`src/rtl/tmr_pkg.sv`:
```
package tmr_pkg;
   typedef enum logic [1:0] {
      TM_13    = 2'b00,
      TM_16    = 2'b01,
      TM_RLD   = 2'b10,
      TM_SPLIT = 2'b11
   } tmr_mode_e;

   // one configuration nibble: gate bit 3, edge select bit 2, mode bits 1:0
   typedef struct packed {
      logic      gate;
      logic      is_cnt;
      tmr_mode_e mode;
   } tmr_cfg_t;

   localparam int unsigned ADDR_W  = 3;
   localparam int unsigned BYTE_W  = 8;
   localparam logic [ADDR_W-1:0] A_CFG  = 3'd0;
   localparam logic [ADDR_W-1:0] A_U0LO = 3'd1;
   localparam logic [ADDR_W-1:0] A_FLAG = 3'd5;
endpackage

```
`src/rtl/tmr_prescale.sv`:
```
module tmr_prescale #(
   parameter int unsigned DIV = 12
) (
   input  logic clk,
   input  logic rst_n,
   output logic tick
);
   localparam int unsigned CW = (DIV > 1) ? $clog2(DIV) : 1;
   localparam logic [CW-1:0] LAST = CW'(DIV - 1);

   logic [CW-1:0] cnt_q;

   always_ff @(posedge clk) begin
      if (!rst_n)             cnt_q <= '0;
      else if (cnt_q == LAST) cnt_q <= '0;
      else                    cnt_q <= cnt_q + CW'(1);
   end

   assign tick = (cnt_q == LAST);
endmodule

```
`src/rtl/tmr_edge.sv`:
```
module tmr_edge #(
   parameter int unsigned N = 2
) (
   input  logic         clk,
   input  logic         rst_n,
   input  logic [N-1:0] pin,
   output logic [N-1:0] fall
);
   logic [N-1:0] samp_q, prev_q;

   // reset low so a pin held low through reset never looks like an edge
   always_ff @(posedge clk) begin
      if (!rst_n) begin
         samp_q <= '0;
         prev_q <= '0;
      end else begin
         samp_q <= pin;
         prev_q <= samp_q;
      end
   end

   assign fall = prev_q & ~samp_q;
endmodule

```
`src/rtl/tmr_unit.sv`:
```
module tmr_unit
   import tmr_pkg::*;
#(
   parameter bit HAS_SPLIT = 1'b0
) (
   input  logic              clk,
   input  logic              rst_n,
   input  tmr_cfg_t          cfg,
   input  logic              cnt_en,
   input  logic              aux_en,
   input  logic              wr_lo,
   input  logic              wr_hi,
   input  logic [BYTE_W-1:0] wdata,
   output logic [BYTE_W-1:0] lo,
   output logic [BYTE_W-1:0] hi,
   output logic              ovf_main,
   output logic              ovf_aux
);
   localparam int unsigned W13 = BYTE_W + 5;
   localparam int unsigned W16 = 2 * BYTE_W;

   logic [BYTE_W-1:0] lo_q, hi_q, lo_d, hi_d;
   logic [BYTE_W-1:0] sp_lo, sp_hi;
   logic              sp_ovm, sp_ova;
   logic [W13-1:0]    v13;
   logic [W16-1:0]    v16;
   logic              busy;

   assign v13  = {hi_q, lo_q[4:0]};
   assign v16  = {hi_q, lo_q};
   assign busy = wr_lo | wr_hi;

   generate
      if (HAS_SPLIT) begin : g_split
         assign sp_lo  = cnt_en ? lo_q + 8'd1 : lo_q;
         assign sp_ovm = cnt_en & (&lo_q);
         assign sp_hi  = aux_en ? hi_q + 8'd1 : hi_q;
         assign sp_ova = aux_en & (&hi_q);
      end else begin : g_hold
         // no split variant: the unit freezes, the aux tick has no effect
         assign sp_lo  = lo_q;
         assign sp_hi  = hi_q;
         assign sp_ovm = 1'b0;
         assign sp_ova = aux_en & 1'b0;
      end
   endgenerate

   always_comb begin
      lo_d     = lo_q;
      hi_d     = hi_q;
      ovf_main = 1'b0;
      ovf_aux  = 1'b0;
      if (!busy) begin
         case (cfg.mode)
            TM_13: if (cnt_en) begin
               {hi_d, lo_d[4:0]} = v13 + W13'(1);
               ovf_main          = &v13;
            end
            TM_16: if (cnt_en) begin
               {hi_d, lo_d} = v16 + W16'(1);
               ovf_main     = &v16;
            end
            TM_RLD: if (cnt_en) begin
               ovf_main = &lo_q;
               lo_d     = (&lo_q) ? hi_q : lo_q + 8'd1;
            end
            default: begin
               lo_d     = sp_lo;
               hi_d     = sp_hi;
               ovf_main = sp_ovm;
               ovf_aux  = sp_ova;
            end
         endcase
      end
   end

   always_ff @(posedge clk) begin
      if (!rst_n) begin
         lo_q <= '0;
         hi_q <= '0;
      end else begin
         lo_q <= wr_lo ? wdata : lo_d;
         hi_q <= wr_hi ? wdata : hi_d;
      end
   end

   assign lo = lo_q;
   assign hi = hi_q;
endmodule

```
`src/rtl/tmr_pair.sv`:
```
module tmr_pair
   import tmr_pkg::*;
#(
   parameter int unsigned PRESCALE = 12
) (
   input  logic              clk,
   input  logic              rst_n,
   input  logic [ADDR_W-1:0] reg_addr,
   input  logic              reg_wr,
   input  logic [BYTE_W-1:0] reg_wdata,
   output logic [BYTE_W-1:0] reg_rdata,
   input  logic [1:0]        run_en,
   input  logic [1:0]        cnt_pin,
   input  logic [1:0]        gate_pin,
   input  logic [1:0]        irq_ack,
   output logic [1:0]        ovf_flag,
   output logic              baud_tick
);
   localparam int unsigned NU = 2;

   generate
      if (PRESCALE < 2) begin : g_bad_div
         $error("tmr_pair: PRESCALE must be at least 2");
      end
   endgenerate

   logic [BYTE_W-1:0] mode_q;
   logic [1:0]        flag_q, set_f, clr_f;
   logic              baud_q;
   logic              pre_tick;
   logic [NU-1:0]     fall;
   logic [BYTE_W-1:0] lo_v [NU];
   logic [BYTE_W-1:0] hi_v [NU];
   logic [NU-1:0]     ovf_m, ovf_a;
   logic              split0;

   tmr_prescale #(.DIV(PRESCALE)) u_pre (
      .clk(clk), .rst_n(rst_n), .tick(pre_tick)
   );

   tmr_edge #(.N(NU)) u_edge (
      .clk(clk), .rst_n(rst_n), .pin(cnt_pin), .fall(fall)
   );

   generate
      for (genvar g = 0; g < NU; g++) begin : g_unit
         localparam logic [ADDR_W-1:0] A_LO = A_U0LO + ADDR_W'(2 * g);
         localparam logic [ADDR_W-1:0] A_HI = A_LO + ADDR_W'(1);
         tmr_cfg_t cfg;
         logic     en, aux;
         assign cfg = tmr_cfg_t'(mode_q[4*g +: 4]);
         assign en  = run_en[g] & (~cfg.gate | gate_pin[g]) &
                      (cfg.is_cnt ? fall[g] : pre_tick);
         assign aux = (g == 0) ? (run_en[1] & pre_tick) : 1'b0;
         tmr_unit #(.HAS_SPLIT(g == 0)) u_unit (
            .clk(clk), .rst_n(rst_n), .cfg(cfg),
            .cnt_en(en), .aux_en(aux),
            .wr_lo(reg_wr && reg_addr == A_LO),
            .wr_hi(reg_wr && reg_addr == A_HI),
            .wdata(reg_wdata),
            .lo(lo_v[g]), .hi(hi_v[g]),
            .ovf_main(ovf_m[g]), .ovf_aux(ovf_a[g])
         );
      end
   endgenerate

   assign split0   = (mode_q[1:0] == 2'b11);
   assign set_f[0] = ovf_m[0];
   assign set_f[1] = split0 ? ovf_a[0] : (ovf_m[1] | ovf_a[1]);
   assign clr_f    = irq_ack | ({2{reg_wr && reg_addr == A_FLAG}} & reg_wdata[1:0]);

   always_ff @(posedge clk) begin
      if (!rst_n) begin
         mode_q <= '0;
         flag_q <= '0;
         baud_q <= 1'b0;
      end else begin
         if (reg_wr && reg_addr == A_CFG) mode_q <= reg_wdata;
         flag_q <= set_f | (flag_q & ~clr_f);
         baud_q <= ovf_m[1];
      end
   end

   always_comb begin
      case (reg_addr)
         3'd0:    reg_rdata = mode_q;
         3'd1:    reg_rdata = lo_v[0];
         3'd2:    reg_rdata = hi_v[0];
         3'd3:    reg_rdata = lo_v[1];
         3'd4:    reg_rdata = hi_v[1];
         3'd5:    reg_rdata = {6'd0, flag_q};
         default: reg_rdata = '0;
      endcase
   end

   assign ovf_flag  = flag_q;
   assign baud_tick = baud_q;
endmodule

```
`config.mk`:
```
export PLATFORM = sky130hd
export DESIGN_NAME = tmr_pair
export DESIGN_NICKNAME = d
export VERILOG_FILES = /design/src/rtl/tmr_pkg.sv /design/src/rtl/tmr_prescale.sv /design/src/rtl/tmr_edge.sv /design/src/rtl/tmr_unit.sv /design/src/rtl/tmr_pair.sv
export SDC_FILE = /design/constraint.sdc
export NUM_CORES = 1
export LEC_CHECK = 0
export ABC_AREA = 1
export BUFFER_PORTS_ARGS = -buffer_cell sky130_fd_sc_hd__buf_2
export CAP_MARGIN = 20
export CORE_ASPECT_RATIO = 1.4
export CORE_MARGIN = 5
export CORE_UTILIZATION = 40
export CTS_CLUSTER_DIAMETER = 60
export DETAILED_ROUTE_END_ITERATION = 8
export PLACE_DENSITY = 0.55
export SYNTH_ARGS = -nofsm -noshare
export SYNTH_HDL_FRONTEND = slang
export SYNTH_SLANG_ARGS = --single-unit
```
`constraint.sdc`:
```
create_clock -name clk -period 2.9 [get_ports clk]
set_clock_uncertainty 0.2 [all_clocks]
set_input_delay 0.145 -clock clk [delete_from_list [all_inputs] [get_ports clk]]
set_output_delay 0.145 -clock clk [all_outputs]
set_load 0.005 [all_outputs]
```
==> flow_summary.json, run 1 <==
{
  "status": "complete, but fails checks",
  "violations": "hold timing",
  "ys_warn_count": 0,
  "setup.worst_path.start_class": "flip-flop",
  "worstHoldStart": "reg_wdata[3]",
  "cts.clk_slew.worst_paths_ns": 0.07,
  "core_um2": 10500,
  "p_int_mw": 1.24,
  "final_util_pct": 45.5,
  "cts_tree": "yes",
  "final_common_cell": "nand2_1",
  "synth_seq_cells": 51,
  "drt-initial-drc-count": 294,
  "synthCells": 712,
  "max_freq_mhz": 434,
  "cts_buffer_depth": 2,
  "cts_setup_buffers": 0,
  "netSwitchingPower_mw": 0.541,
  "rsz0062_at_grt": "false",
  "layout.cells.most_common_list": "167 x nand2_1, 93 x inv_1, 74 x nor2_1",
  "synth_edf_count": 0,
  "required_ns": 2.87,
  "whs_ns": -0.00863,
  "async_flop_share_pct": 0,
  "maxCapViolCount": 0,
  "syn_to_final_growth_pct": 11.1,
  "drive_gt1_share_pct": 13.2,
  "crit_path_end_kind": "flip-flop",
  "hp-class": "in2reg",
  "synth_top_family_by_area": "simple AND/OR/NAND/NOR gates",
  "ant_nets": 0,
  "total_power_mw": 1.78,
  "syn-num-nets": 749,
  "wl_per_cell_um": 17.5,
  "crit_arrival_ns": 2.28,
  "io_pins": 33,
  "ys_seq_area_share_pct": 23.8,
  "firstDrtPassIters": 5,
  "peakVddDrop_v": 0.000229,
  "synthFlopType": "dfxtp_1",
  "place_congestion": 0.986,
  "grt_use_total_pct": 24.0,
  "die_w_um": 97.5,
  "num_vias": 4746,
  "clock-sinks": 51,
  "muxShareOfSynthArea_pct": 0,
  "critical_path_class": "reg2reg",
  "ys_types": 40,
  "hpwl_mm": 12.4,
  "syn_area_um2": 4290,
  "antenna_found_initial": 0,
  "synthXorXnorAreaFrac_pct": 2.04,
  "r2r_start": "mode_q[0]",
  "hold_end": "g_unit[1].u_unit.hi[3]",
  "p_seq_share_pct": 43.7,
  "tightest_slew_ns": 0.666,
  "n_antenna_cell": 0,
  "avgSynthCellArea_um2": 6.02,
  "setup-violations-final": 0,
  "cp_max_fo": 12,
  "nNetsFinal": 777,
  "h-tree-depth": 2,
  "die_h_um": 132,
  "power_frac_clock_pct": 38.8,
  "synth_compound_area_share_pct": 21.8,
  "switching_share_pct": 30.4,
  "die_area_um2": 12900,
  "slew_headroom_pct": 55.3,
  "synth-simple-area-share_pct": 36.2,
  "initial_utilization_pct": 41.0,
  "cts_root_buf": "clkbuf_16",
  "r2r-end": "g_unit[0].u_unit.hi[4]",
  "vias_per_cell": 5.40,
  "wl_mm": 15.4,
  "timing.final.crit_share_pct": 79.5,
  "comb_power_share_pct": 17.5,
  "grt-ovfl-total": 0,
  "r2r_cells": 10,
  "hold_viol_final": 2,
  "period_needed_ns": 2.31,
  "io_buffers": 32,
  "setup_tns_ns": 0,
  "r2r_slack_ns": 0.59,
  "grt_max_degree": 30,
  "grt_pass1_wl_mm": 24.6,
  "cts_made_buffers": 5,
  "power_density_nw_per_um2": 375,
  "drc_errors": 0,
  "drv_slew": 0,
  "p_leak_nw": 2.17,
  "min_path_cells": 3,
  "grt_pass1_vias": 4622,
  "synth_fa_ha_area_share_pct": 4.38,
  "insertion_delay_ns": 0.30,
  "rows": 44
}
area by class of cell:
type / instances / area, um^2
flip-flops and latches: 51 / 1020
clock buffers: 5 / 125
repair buffers: 38 / 215
inverters: 111 / 422
fillers: 1197 / 5700
well taps: 138 / 173
multi-input cells: 533 / 2760
clock inverters: 3 / 43.8
how the worst max path moves through the flow:
| stage | from | to | slack (ns) | cells past startpoint |
|---|---|---|---|---|
| global route | mode_q[1] | g_unit[0].u_unit.hi[4] | 0.37 | 11 |
| CTS | mode_q[0] | g_unit[0].u_unit.hi[4] | 0.63 | 10 |
| global placement | mode_q[1] | g_unit[0].u_unit.hi[4] | 0.65 | 11 |
| finish | mode_q[0] | g_unit[0].u_unit.hi[4] | 0.59 | 10 |
| detailed placement | mode_q[0] | g_unit[0].u_unit.hi[4] | 0.65 | 10 |
| floorplan | mode_q[1] | g_unit[0].u_unit.lo[2] | 1.01 | 11 |
repair_timing:
action                     CTS  global route
hold endpoints to repair     4             0
resized for setup            0             0
setup endpoints to repair    0             0
hold buffers                 4             0
power by group through the flow:
stage | clock (mW) | combinational [mW] | sequential, mW
after floorplan | 0 | 0.213 | 0.771
after global placement | 0 | 0.305 | 0.795
after detailed placement | 0 | 0.304 | 0.795
after CTS | 0.703 | 0.309 | 0.778
after global routing | 0.722 | 0.351 | 0.784
final | 0.692 | 0.312 | 0.780
cells by family after synthesis:
logic type      after synthesis
flops                        51
fa+ha+maj                    15
simple gates                341
compound gates              167
buf+inv                     128
xor+xnor                     10
worst max-delay path, stage by stage, from the launching register on:
cell and delay [ns]:
dfxtp_1 0.39, inv_1 0.11, ha_1 0.39, nor2_2 0.27, inv_1 0.13, nand2_1 0.12, nand2_1 0.12, nand2_2 0.21
o21ai_1 0.10, nor2_1 0.11, nor2_1 0.04
flip-flops by register name, summed over array words and instances, names as in the netlist:
| signal | flops |
|---|---|
| baud_tick | 1 |
| g_unit.u_unit.hi | 16 |
| g_unit.u_unit.lo | 16 |
| mode_q | 8 |
| ovf_flag | 2 |
| u_edge.prev_q | 2 |
| u_edge.samp_q | 2 |
| u_pre.cnt_q | 4 |
metal layers:
metal	wire length, um	up-vias	GRT usage (%)
li1	-	2376	-
met1	5880	2190	26.8
met2	8160	148	45.7
met3	710	32	2.37
met4	648	0	9.70
met5	0	-	0
per-stage QoR:
step	instance area (um^2)	hold WS [ns]	setup slack, ns	instances
global placement	4550	0.126	0.653	867
floorplan	4290	0.0426	1.01	712
CTS	4760	0.00170	0.629	879
global route	4760	0.000882	0.365	879
detailed placement	4550	0.135	0.645	867
finish	4760	-0.00863	0.595	879
synth_stat cells, types with 3 or more instances:
cell type | instances | share of area (%)
a21oi_1 | 56 | 6.5
a221oi_1 | 5 | 1.0
a31oi_1 | 7 | 1.0
buf_2 | 7 | 0.82
clkbuf_1 | 7 | 0.61
dfxtp_1 | 51 | 24
ha_1 | 15 | 4.4
inv_1 | 93 | 8.1
inv_2 | 15 | 1.3
nand2_1 | 167 | 15
nand2_2 | 12 | 1.8
nand2_4 | 3 | 0.79
nand3_1 | 43 | 5.0
nand3_2 | 7 | 1.6
nand4_1 | 7 | 1.0
nor2_1 | 74 | 6.5
nor2_2 | 7 | 1.0
nor2_4 | 6 | 1.6
nor3_1 | 10 | 1.2
o211ai_1 | 7 | 1.2
o21ai_0 | 46 | 5.4
o21ai_1 | 25 | 2.9
o21bai_1 | 5 | 0.88
o221ai_1 | 3 | 0.61
o22ai_1 | 6 | 0.88
xor2_1 | 9 | 1.8
Power figures use the tool's default switching activity.
==> run 2, diff against run 1 <==
--- a/config.mk
+++ b/config.mk
@@ -13,7 +13,7 @@
 export CORE_UTILIZATION = 40
 export CTS_CLUSTER_DIAMETER = 60
 export DETAILED_ROUTE_END_ITERATION = 8
-export PLACE_DENSITY = 0.55
+export PLACE_DENSITY = 0.57
 export SYNTH_ARGS = -nofsm -noshare
 export SYNTH_HDL_FRONTEND = slang
 export SYNTH_SLANG_ARGS = --single-unit
==> constraint.sdc (replaced) <==
create_clock -name clk -period 2.1 [get_ports clk]
set_clock_uncertainty 0.2 [all_clocks]
set_input_delay 0.105 -clock clk [delete_from_list [all_inputs] [get_ports clk]]
set_output_delay 0.105 -clock clk [all_outputs]
set_load 0.005 [all_outputs]
==> run 2 against run 1 <==
  * The run now ends clean
  * Hold slack improved by 0.034 ns
  * Global-route usage increased by 0.48 points
  * Utilization grew 2.7 points
  * Critical path depth down 5
  * Critical endpoint is now reg_rdata[6]
  * Largest power group unchanged
==> flow_summary.json, run 2 (synthesized netlist as in run 1, its figures left out) <==
{
  "status": "complete, no violations",
  "placed_cells": 891,
  "grt_use_total_pct": 24.5,
  "num_vias": 4896,
  "wl_per_cell_um": 17.6,
  "timing.final.crit_share_pct": 98.0,
  "ant_nets": 0,
  "crit_path_end_kind": "output port",
  "nNetsFinal": 807,
  "hpwl_mm": 12.7,
  "vias_per_cell": 5.39,
  "place_congestion": 0.966,
  "grt-ovfl-total": 0,
  "wl_mm": 16.0,
  "grt_pass1_vias": 4789,
  "p_leak_nw": 2.33,
  "drc_errors": 0,
  "critical_path_class": "reg2out",
  "peakVddDrop_v": 0.000326,
  "clock-sinks": 51,
  "setup-violations-final": 0,
  "cts_root_buf": "clkbuf_16",
  "max_freq_mhz": 486,
  "initial_utilization_pct": 41.0,
  "final_common_cell": "nand2_1",
  "io_buffers": 32,
  "power_density_nw_per_um2": 507,
  "core_um2": 10500,
  "drive_gt1_share_pct": 17.3,
  "final_cells": 909,
  "h-tree-depth": 2,
  "slew_headroom_pct": 51.0,
  "die_w_um": 97.5,
  "hp-class": "in2reg",
  "io_pins": 33,
  "rsz0062_at_grt": "false",
  "required_ns": 1.79,
  "maxCapViolCount": 0,
  "cts_tree": "yes",
  "syn_to_final_growth_pct": 17.7,
  "worst_slack_ns": 0.0426,
  "die_h_um": 132,
  "layout.cells.most_common_list": "166 x nand2_1, 93 x inv_1, 72 x nor2_1",
  "drv_slew": 0,
  "setup.worst_path.start_class": "flip-flop",
  "period_needed_ns": 2.06,
  "rows": 44,
  "die_area_um2": 12900,
  "n_antenna_cell": 0,
  "pre_cts_slack_ns": 0.00264,
  "firstDrtPassIters": 5,
  "insertion_delay_ns": 0.30,
  "grt_pass1_wl_mm": 25.0,
  "cp_max_fo": 7,
  "tightest_slew_ns": 0.730,
  "hold_viol_final": 0,
  "cts_made_buffers": 5,
  "setup_tns_ns": 0,
  "drt-initial-drc-count": 312,
  "cts_buffer_depth": 2,
  "cts.clk_slew.worst_paths_ns": 0.07,
  "antenna_found_initial": 0,
  "grt_max_degree": 30,
  "crit_arrival_ns": 1.75,
  "final_util_pct": 48.2
}
[run 2: cell types whose count changed in the layout (fill, tap and decap cells not counted), moves of 2 or more]
| cell | delta |
|---|---|
| buf_4 | +26 |
| dfxtp_1 | -2 |
| dlygate4sd3_1 | +4 |
| nor2_1 | -2 |
| ha_1 | -2 |
| nand2_4 | +2 |
| ha_2 | +2 |
| dfxtp_2 | +2 |
[run 2: through the flow]
step                      power (mW)  hold WS (ns)  area (um^2)
after floorplan                 1.36       0.00263         4290
after global placement          1.54        0.0854         4730
after detailed placement        1.54        0.0940         4730
after CTS                       2.57        0.0231         4990
after global routing            2.66        0.0558         5040
final                           2.55        0.0253         5040
[run 2: critical path, cell delays in order (launching register included)]
cell and delay, ns:
dfxtp_1 0.31, inv_1 0.23, o22ai_1 0.18, a221oi_1 0.40, o21ai_0 0.17, buf_2 0.16
[run 2: worst paths after layout]
check | cells past startpoint | from | endpoint | slack [ns]
worst max-delay path | 5 | g_unit[1].u_unit.hi[6] | reg_rdata[6] | 0.04
worst min-delay path | 3 | reg_wdata[5] | g_unit[0].u_unit.lo[5] | 0.03
worst min register to register | 2 | u_edge.samp_q[0] | u_edge.prev_q[0] | 0.22
worst max register to register | 11 | g_unit[0].u_unit.lo[1] | ovf_flag[0] | 0.14
[run 2: cell type report]
type	count	area [um^2]
inverters	111	422
repair buffers	68	450
clock buffers	6	139
flip-flops and latches	51	1020
well taps	138	173
multi-input cells	533	2800
fillers	1152	5420
clock inverters	2	38.8
[run 2: report_power, final]
part | total, mW | switching (mW) | internal (mW)
sequential | 1.06 | 0.0498 | 1.01
combinational | 0.486 | 0.315 | 0.171
clock | 1.01 | 0.409 | 0.601
[run 2: layer usage]
layer | track usage, % | vias up | part of all wire [%]
met5 | 0 | - | 0
met4 | 14.5 | 0 | 6.4
met3 | 2.58 | 53 | 4.4
met2 | 44.3 | 173 | 51
met1 | 27.3 | 2230 | 38
li1 | - | 2440 | -
[run 2: repair_timing]
action                                  CTS  global route
setup buffers                             0             2
endpoints found under the setup margin    1            20
gates cloned                              0             0
resized for setup                         1            11
hold buffers                              8             0
hold endpoints to repair                  8             0
pin swaps                                 0             1
